**src/rtl/pwt_pkg.sv**
```systemverilog
package pwt_pkg;
  typedef enum logic [2:0] {
    ST_IDLE  = 3'd0,
    ST_WRITE = 3'd1,
    ST_READ  = 3'd2,
    ST_PASS  = 3'd3,
    ST_FAIL  = 3'd4
  } pwt_state_e;
endpackage

```
**src/rtl/pwt_walker.sv**
```systemverilog
module pwt_walker #(
  parameter int ADDR_W    = 20,
  parameter int DATA_W    = 16,
  parameter int NUM_WORDS = 1024
) (
  input  logic              clk,
  input  logic              rst_n,
  input  logic              load,
  input  logic              step,
  input  logic [ADDR_W-1:0] base,
  output logic [ADDR_W-1:0] addr,
  output logic [DATA_W-1:0] pattern,
  output logic              last
);
  localparam int CNT_W = $clog2(NUM_WORDS + 1);

  logic [CNT_W-1:0] count_q;
  logic [ADDR_W-1:0] addr_q;

  // pointer is advanced once before the first write
  function automatic logic [ADDR_W-1:0] next_word(input logic [ADDR_W-1:0] a);
    return a + ADDR_W'(1);
  endfunction

  // written value is the counter truncated or extended to the data width
  function automatic logic [DATA_W-1:0] pattern_of(input logic [CNT_W-1:0] c);
    return DATA_W'(c);
  endfunction

  always_ff @(posedge clk or negedge rst_n) begin
    if (!rst_n) begin
      count_q <= '0;
      addr_q  <= '0;
    end else if (load) begin
      count_q <= CNT_W'(1);
      addr_q  <= next_word(base);
    end else if (step) begin
      count_q <= count_q + CNT_W'(1);
      addr_q  <= next_word(addr_q);
    end
  end

  assign addr    = addr_q;
  assign pattern = pattern_of(count_q);
  assign last    = (count_q == CNT_W'(NUM_WORDS));
endmodule

```
**src/rtl/pwt_fsm.sv**
```systemverilog
module pwt_fsm
  import pwt_pkg::*;
(
  input  logic       clk,
  input  logic       rst_n,
  input  logic       start,
  input  logic       mem_ack,
  input  logic       mismatch,
  input  logic       last,
  output pwt_state_e state,
  output logic       load,
  output logic       step,
  output logic       wr_hs,
  output logic       rd_hs
);
  pwt_state_e state_q, state_d;

  assign wr_hs = (state_q == ST_WRITE) && mem_ack;
  assign rd_hs = (state_q == ST_READ) && mem_ack;
  assign load  = start && ((state_q == ST_IDLE) || (state_q == ST_PASS));
  assign step  = rd_hs && !mismatch && !last;

  always_comb begin
    state_d = state_q;
    unique case (state_q)
      ST_IDLE, ST_PASS: if (load) state_d = ST_WRITE;
      ST_WRITE:         if (wr_hs) state_d = ST_READ;
      ST_READ: begin
        if (rd_hs) begin
          if (mismatch)  state_d = ST_FAIL;
          else if (last) state_d = ST_PASS;
          else           state_d = ST_WRITE;
        end
      end
      ST_FAIL:          state_d = ST_FAIL;
      default:          state_d = ST_IDLE;
    endcase
  end

  always_ff @(posedge clk or negedge rst_n) begin
    if (!rst_n) state_q <= ST_IDLE;
    else        state_q <= state_d;
  end

  assign state = state_q;
endmodule

```
**src/rtl/pwt_fail_latch.sv**
```systemverilog
module pwt_fail_latch #(
  parameter int ADDR_W = 20,
  parameter int DATA_W = 16
) (
  input  logic              clk,
  input  logic              rst_n,
  input  logic              capture,
  input  logic [ADDR_W-1:0] addr,
  input  logic [DATA_W-1:0] expect_val,
  input  logic [DATA_W-1:0] actual_val,
  output logic [ADDR_W-1:0] fail_addr,
  output logic [DATA_W-1:0] fail_expect,
  output logic [DATA_W-1:0] fail_actual
);
  always_ff @(posedge clk or negedge rst_n) begin
    if (!rst_n) begin
      fail_addr   <= '0;
      fail_expect <= '0;
      fail_actual <= '0;
    end else if (capture) begin
      fail_addr   <= addr;
      fail_expect <= expect_val;
      fail_actual <= actual_val;
    end
  end
endmodule

```
**src/rtl/pattern_walk_tester.sv**
```systemverilog
module pattern_walk_tester
  import pwt_pkg::*;
#(
  parameter int ADDR_W    = 20,
  parameter int DATA_W    = 16,
  parameter int NUM_WORDS = 1024
) (
  input  logic              clk,
  input  logic              rst_n,
  input  logic              start,
  input  logic [ADDR_W-1:0] base_addr,
  output logic              busy,
  output logic              done,
  output logic              pass,
  output logic [ADDR_W-1:0] fail_addr,
  output logic [DATA_W-1:0] fail_expect,
  output logic [DATA_W-1:0] fail_actual,
  output logic              mem_req,
  output logic              mem_we,
  output logic [ADDR_W-1:0] mem_addr,
  output logic [DATA_W-1:0] mem_wdata,
  input  logic              mem_ack,
  input  logic [DATA_W-1:0] mem_rdata
);
  pwt_state_e        state;
  logic              load, step, wr_hs, rd_hs, last, mismatch;
  logic [ADDR_W-1:0] cur_addr;
  logic [DATA_W-1:0] cur_pattern;

  pwt_walker #(.ADDR_W(ADDR_W), .DATA_W(DATA_W), .NUM_WORDS(NUM_WORDS)) u_walker (
    .clk(clk), .rst_n(rst_n), .load(load), .step(step), .base(base_addr),
    .addr(cur_addr), .pattern(cur_pattern), .last(last)
  );

  pwt_fsm u_fsm (
    .clk(clk), .rst_n(rst_n), .start(start), .mem_ack(mem_ack),
    .mismatch(mismatch), .last(last), .state(state), .load(load),
    .step(step), .wr_hs(wr_hs), .rd_hs(rd_hs)
  );

  // compare happens in the read acknowledge cycle
  assign mismatch = rd_hs && (mem_rdata != cur_pattern);

  pwt_fail_latch #(.ADDR_W(ADDR_W), .DATA_W(DATA_W)) u_fail (
    .clk(clk), .rst_n(rst_n), .capture(mismatch), .addr(cur_addr),
    .expect_val(cur_pattern), .actual_val(mem_rdata),
    .fail_addr(fail_addr), .fail_expect(fail_expect), .fail_actual(fail_actual)
  );

  assign busy      = (state == ST_WRITE) || (state == ST_READ);
  assign done      = (state == ST_PASS) || (state == ST_FAIL);
  assign pass      = (state == ST_PASS);
  assign mem_req   = busy;
  assign mem_we    = (state == ST_WRITE);
  assign mem_addr  = cur_addr;
  assign mem_wdata = cur_pattern;
endmodule

```
**config.mk**
```make
export PLATFORM = sky130hd
export DESIGN_NAME = pattern_walk_tester
export DESIGN_NICKNAME = d
export VERILOG_FILES = /design/src/rtl/pwt_pkg.sv /design/src/rtl/pwt_walker.sv /design/src/rtl/pwt_fsm.sv /design/src/rtl/pwt_fail_latch.sv /design/src/rtl/pattern_walk_tester.sv
export SDC_FILE = /design/constraint.sdc
export NUM_CORES = 1
export LEC_CHECK = 0
export ABC_CLOCK_PERIOD_IN_PS = 4400
export BUFFER_PORTS_ARGS = -buffer_cell sky130_fd_sc_hd__buf_2
export CAP_MARGIN = 20
export CORE_UTILIZATION = 45
export DETAILED_ROUTE_END_ITERATION = 8
export GPL_ROUTABILITY_DRIVEN = 0
export MAX_ROUTING_LAYER = met4
export PLACE_DENSITY = 0.7
export REMOVE_ABC_BUFFERS = 1
export SLEW_MARGIN = 20
export SYNTH_ARGS = -nofsm -noshare
export SYNTH_HDL_FRONTEND = slang
export SYNTH_HIERARCHICAL = 1
export SYNTH_SLANG_ARGS = --single-unit
```
**constraint.sdc**
```tcl
create_clock -name clk -period 4.4 [get_ports clk]
set_input_delay 0.44 -clock clk [delete_from_list [all_inputs] [get_ports clk]]
set_output_delay 0.44 -clock clk [all_outputs]
set_load 0.005 [all_outputs]
```
# After elaboration in Yosys (flattened, before gate mapping)
# Cells that the tools add are included.
# word_totals
regBits,81
input_bits,40
out_inout_bits,93
elab_cells,43
# op_classes
addsub,3
eq_ne,9
mux,10
n_reduce_logical,15
# ops
cell,n
20-bit by 1-bit adder with 20-bit output (second input constant),2
20-bit 2-to-1 mux,2
11-bit 2-to-1 mux,2
16-bit by 11-bit != test with 1-bit output,1
3-bit 2-to-1 mux,4
3-bit case mux with 4 select lines,1
11-bit by 1-bit adder with 11-bit output (second input constant),1
11-bit equality test (second input constant),1
3-bit by 2-bit equality test with 1-bit output (second input constant),2
1-bit logical AND,6
2-bit != test (second input constant),2
3-bit by 1-bit equality test with 1-bit output (second input constant),1
3-bit equality test (second input constant),1
3-bit zero test,1
1-bit logical OR,3
3-bit AND reduction,1
1-bit zero test,2
2-bit 2-to-1 mux,1
2-bit by 1-bit != test with 1-bit output (second input constant),1
2-bit nonzero test,1
2-bit OR reduction,1

# Depth between registers and ports, before layout
# logic_depth
ltp_word,8
ltp_mapped,14
ltp_nobuf,10

# By module
# Netlist, hierarchy kept.
# modules_own_cells
mod,instances,cells_each,area_per_inst_um2
pwt_fail_latch,1,110,2185.8
pwt_walker,1,232,2152.1
pwt_fsm,1,24,226.5
pattern_walk_tester,1,29,222.7

# Worst setup path before layout
# No wires, ideal clock.
# synth_path
path_kind,register -> register
start,"reg u_fsm.state_q[0], in the netlist u_fsm/state[0]"
end,"reg u_walker.addr_q[18], in the netlist u_walker/addr[18]"
t_arrival_ns,3.079
setup_slack_ns,1.182
path_stages_with_launch,15
path_buffers,4
period_less_slack_ns,3.218
path_cell_list,dfrtp_1 buf_2 xnor2_1 and3_1 buf_2 clkbuf_1 buf_2 mux2_2 ha_1 nand4_1 a221oi_4 and3_1 nand3_1 xor2_1 mux2i_1
# synth_between
word_cells_on_any_way,12
# synth_lines
element,line_no,rtl
start: declaration,pwt_fsm.sv:16,"pwt_state_e state_q, state_d;"
start signal: assignment,pwt_fsm.sv:42,else state_q <= state_d;
3-bit by 2-bit equality test with 1-bit output / 3-bit zero test (equally long branches),pwt_fsm.sv:20,assign load = start && ((state_q == ST_IDLE) || (state_q == ST_PASS));
1-bit logical OR *,pwt_fsm.sv:20,
1-bit logical AND *,pwt_fsm.sv:20,
via load,pattern_walk_tester.sv:26,"logic load, step, wr_hs, rd_hs, last, mismatch;"
20-bit 2-to-1 mux / 2-bit nonzero test (equally long branches),--,
end signal: assignment,pwt_walker.sv:36,addr_q <= next_word(base);
end signal: assignment,pwt_walker.sv:39,addr_q <= next_word(addr_q);
end: declaration,pwt_walker.sv:18,logic [ADDR_W-1:0] addr_q;
# Mark *: on every way through the listed nets, which the timed path passes. The rest lies on a longest branch.
# A chain may end at the register's enable or synchronous reset.

# Worst setup path after layout
# layout_path
start,"reg u_fsm.state_q[1], in the netlist u_fsm/state[1]"
end,"reg u_walker.addr_q[16], in the netlist u_walker/addr[16]"
# Same word-level chain as after synthesis.

==> metrics.md <==
| Metric | Value |
|---|---|
| Outcome | `finished, final reports clean` |
| Number of diodes | `0` |
| Total negative slack for setup checks | `0 ns` |
| Number of design rule violations left after detail routing | `0` |
| Clock root buffer | `sky130_fd_sc_hd__clkbuf_8` |
| Required arrival time at the worst endpoint | `4.67 ns` |
| Remaining antenna violation count after routing | `0` |
| Slew Viols, Final | `0` |
| Post-CTS Repair Setup Buffers | `0` |
| Number of violations reported at the end of detailed-routing iteration 0 | `141` |
| Number of antenna violations at the first check in global routing | `0` |
| Pwr dens | `626 nW/um^2` |
| Total of endpoints with negative setup slack in the final report | `0` |
| Util after Layout | `0.544` |
| Synthesized area divided by synthesized cell count | `12.1 um^2` |
| Max Fanout on Critical Path | `31` |
| Hold_ws | `0.136 ns` |
| Headroom to the max-slew limit | `0.340` |
| Clock net sink count | `86` |
| Iteration count of the initial detailed-routing pass | `5` |
| Routed wire per std cell | `15.6 um` |
| Final HPWL from detailed placement | `7110 um` |
| Mapped Cells | `394` |
| Maximum vdd ir drop | `0.000259 V` |
| Critical Setup Path Class | `register to register` |
| Critical path data arrival time | `3.55 ns` |
| Clock-pin slew of the registers on the worst-case setup and hold paths | `0.09 ns` |
| Period utilisation layout | `0.746` |
| Number of levels the H-tree was split into | `3` |
| Core outline area | `10300 um^2` |
| Pin slew with the least headroom to its limit | `0.991 ns` |
| Post-Place Cell Area | `5410 um^2` |
| Die Y | `105 um` |
| Number of hold violations in the final report | `0` |
| Total of hold buffers inserted after clock tree synthesis | `0` |
| Maximum count of clock buffers along a single path | `2` |
| Maximum number of pins on one net before global-route repair | `87` |
| Min-delay worst type | `input port to async pin` |
| Number of port buffers | `127` |
| Die area | `11000 um^2` |
| Starting density of the core | `0.463` |
| CTS buffer count | `9` |
| Post-Synthesis Cell Area | `4780 um^2` |
| Clk Latency, worst-skew pair | `0.35 ns` |
| Post-route clock skew | `0.00644 ns` |
| Relative area change from synthesis to final layout | `17.6%` |
| Vias after detailed routing | `3349` |
| Leakage power of the design | `2.67 nW` |
| Post-route cell area | `5620 um^2` |
| Cell Rows | `37` |
| IO Count | `133` |
| Via count of the first global-routing pass | `3267` |
| Upper clock frequency limit | `305 MHz` |
| TritonCTS clock tree | `yes` |
| Ratio of routed vias to standard cells | `5.10` |
| Horizontal die dimension | `105 um` |
| Overflow left after global routing | `0` |
| Wire length of the first global-routing pass | `16600 um` |
| RSZ-0062 raised after global routing | `no` |
| Fin crit period | `3.28 ns` |
| Share of final-layout standard cells stronger than drive strength 1 | `0.401` |
| CTS resizes | `0` |
| Kind of end point of the critical path | `register` |
| Max cap viols | `0` |
| Count of synthesis-stage warnings from yosys | `6` |
| Worst setup SP type | `register` |
| Total Wirelength | `10300 um` |
| Total Routing Usage GR | `0.197` |
| Number of nets in the finished design | `559` |
final cells by class:
type / instances / area [um^2]
multi-input combinational: 285 / 2420
inverter: 4 / 15.0
tap: 136 / 170
timing repair buffer: 130 / 664
sequential: 86 / 2150
clock inverter: 3 / 42.5
clock buffer: 13 / 159
fill: 908 / 4700
through the flow:
step | total power, mW | cells | worst slack [ns]
floorplan | 2.40 | 375 | -0.825
global placement | 2.93 | 641 | 1.27
detailed placement | 2.97 | 641 | 1.14
CTS | 3.56 | 657 | 1.13
global route | 3.78 | 657 | 0.773
finish | 3.52 | 657 | 1.12
per-layer routing:
metal,global-route usage,vias up,wire [um]
met4,0.0584,0,99
met1,0.272,1606,4930
met2,0.295,131,4550
met3,0.0374,9,687
met5,-,-,0
li1,-,1603,-
placed cells by master (no fill, tap or decap), drive strengths merged, types with 2 or more instances in the layout:
master and n:
and2 3, conb 5, xor2 30, nand3b 6, a22oi 2, buf 130, clkbuf 13, nand4b 3
and3 4, nand2b 5, o21ai 12, mux2 56, nor4 3, nand2 31, nand4 10, xnor2 30
a21oi 6, nand3 20, a22o 2, a21o 2, nor3 3, and4 2, ha 3, nor2 21
inv 4, mux2i 17, dfrtp 86
sequential cells by signal (all words and copies together) (netlist names):
register            cells
u_fail/fail_actual     16
u_fsm/state             3
u_walker/addr          20
u_fail/fail_expect     16
u_walker/count_q       11
u_fail/fail_addr       20
worst max-delay path: stages (launching register included):
cell and delay, ns:
sky130_fd_sc_hd__dfrtp_1 0.59, sky130_fd_sc_hd__xnor2_1 0.16, sky130_fd_sc_hd__and3_2 0.59, sky130_fd_sc_hd__mux2_2 0.28, sky130_fd_sc_hd__ha_1 0.25, sky130_fd_sc_hd__nand4_1 0.23
sky130_fd_sc_hd__a221oi_4 0.40, sky130_fd_sc_hd__and3_1 0.29, sky130_fd_sc_hd__nand3_1 0.11, sky130_fd_sc_hd__xor2_1 0.16, sky130_fd_sc_hd__mux2i_1 0.13
where the power goes:
group / total [mW] / switching (mW) / leakage (nW) / internal, mW
Combinational: 1.53 / 0.662 / 1.50 / 0.865
Clock: 0.569 / 0.276 / 0.0996 / 0.294
Sequential: 1.42 / 0.319 / 1.06 / 1.11
Total: 3.52 / 1.26 / 2.67 / 2.26
final timing paths:
check | startpoint | to | slack [ns] | cells after the start
worst min register to register | u_fail/fail_actual[9] | u_fail/fail_actual[9] | 0.51 | 1
worst max register to register | u_fsm/state[1] | u_walker/addr[16] | 1.12 | 10
max in group asynchronous | rst_n | u_fail/fail_addr[19] | 3.73 | 1
worst max-delay path | u_fsm/state[1] | u_walker/addr[16] | 1.12 | 10
min in group clk | mem_rdata[11] | u_fail/fail_actual[11] | 0.35 | 2
worst min-delay path | rst_n | u_fail/fail_actual[12] | 0.14 | 1
No activity file was read; power rests on OpenSTA's default activity.
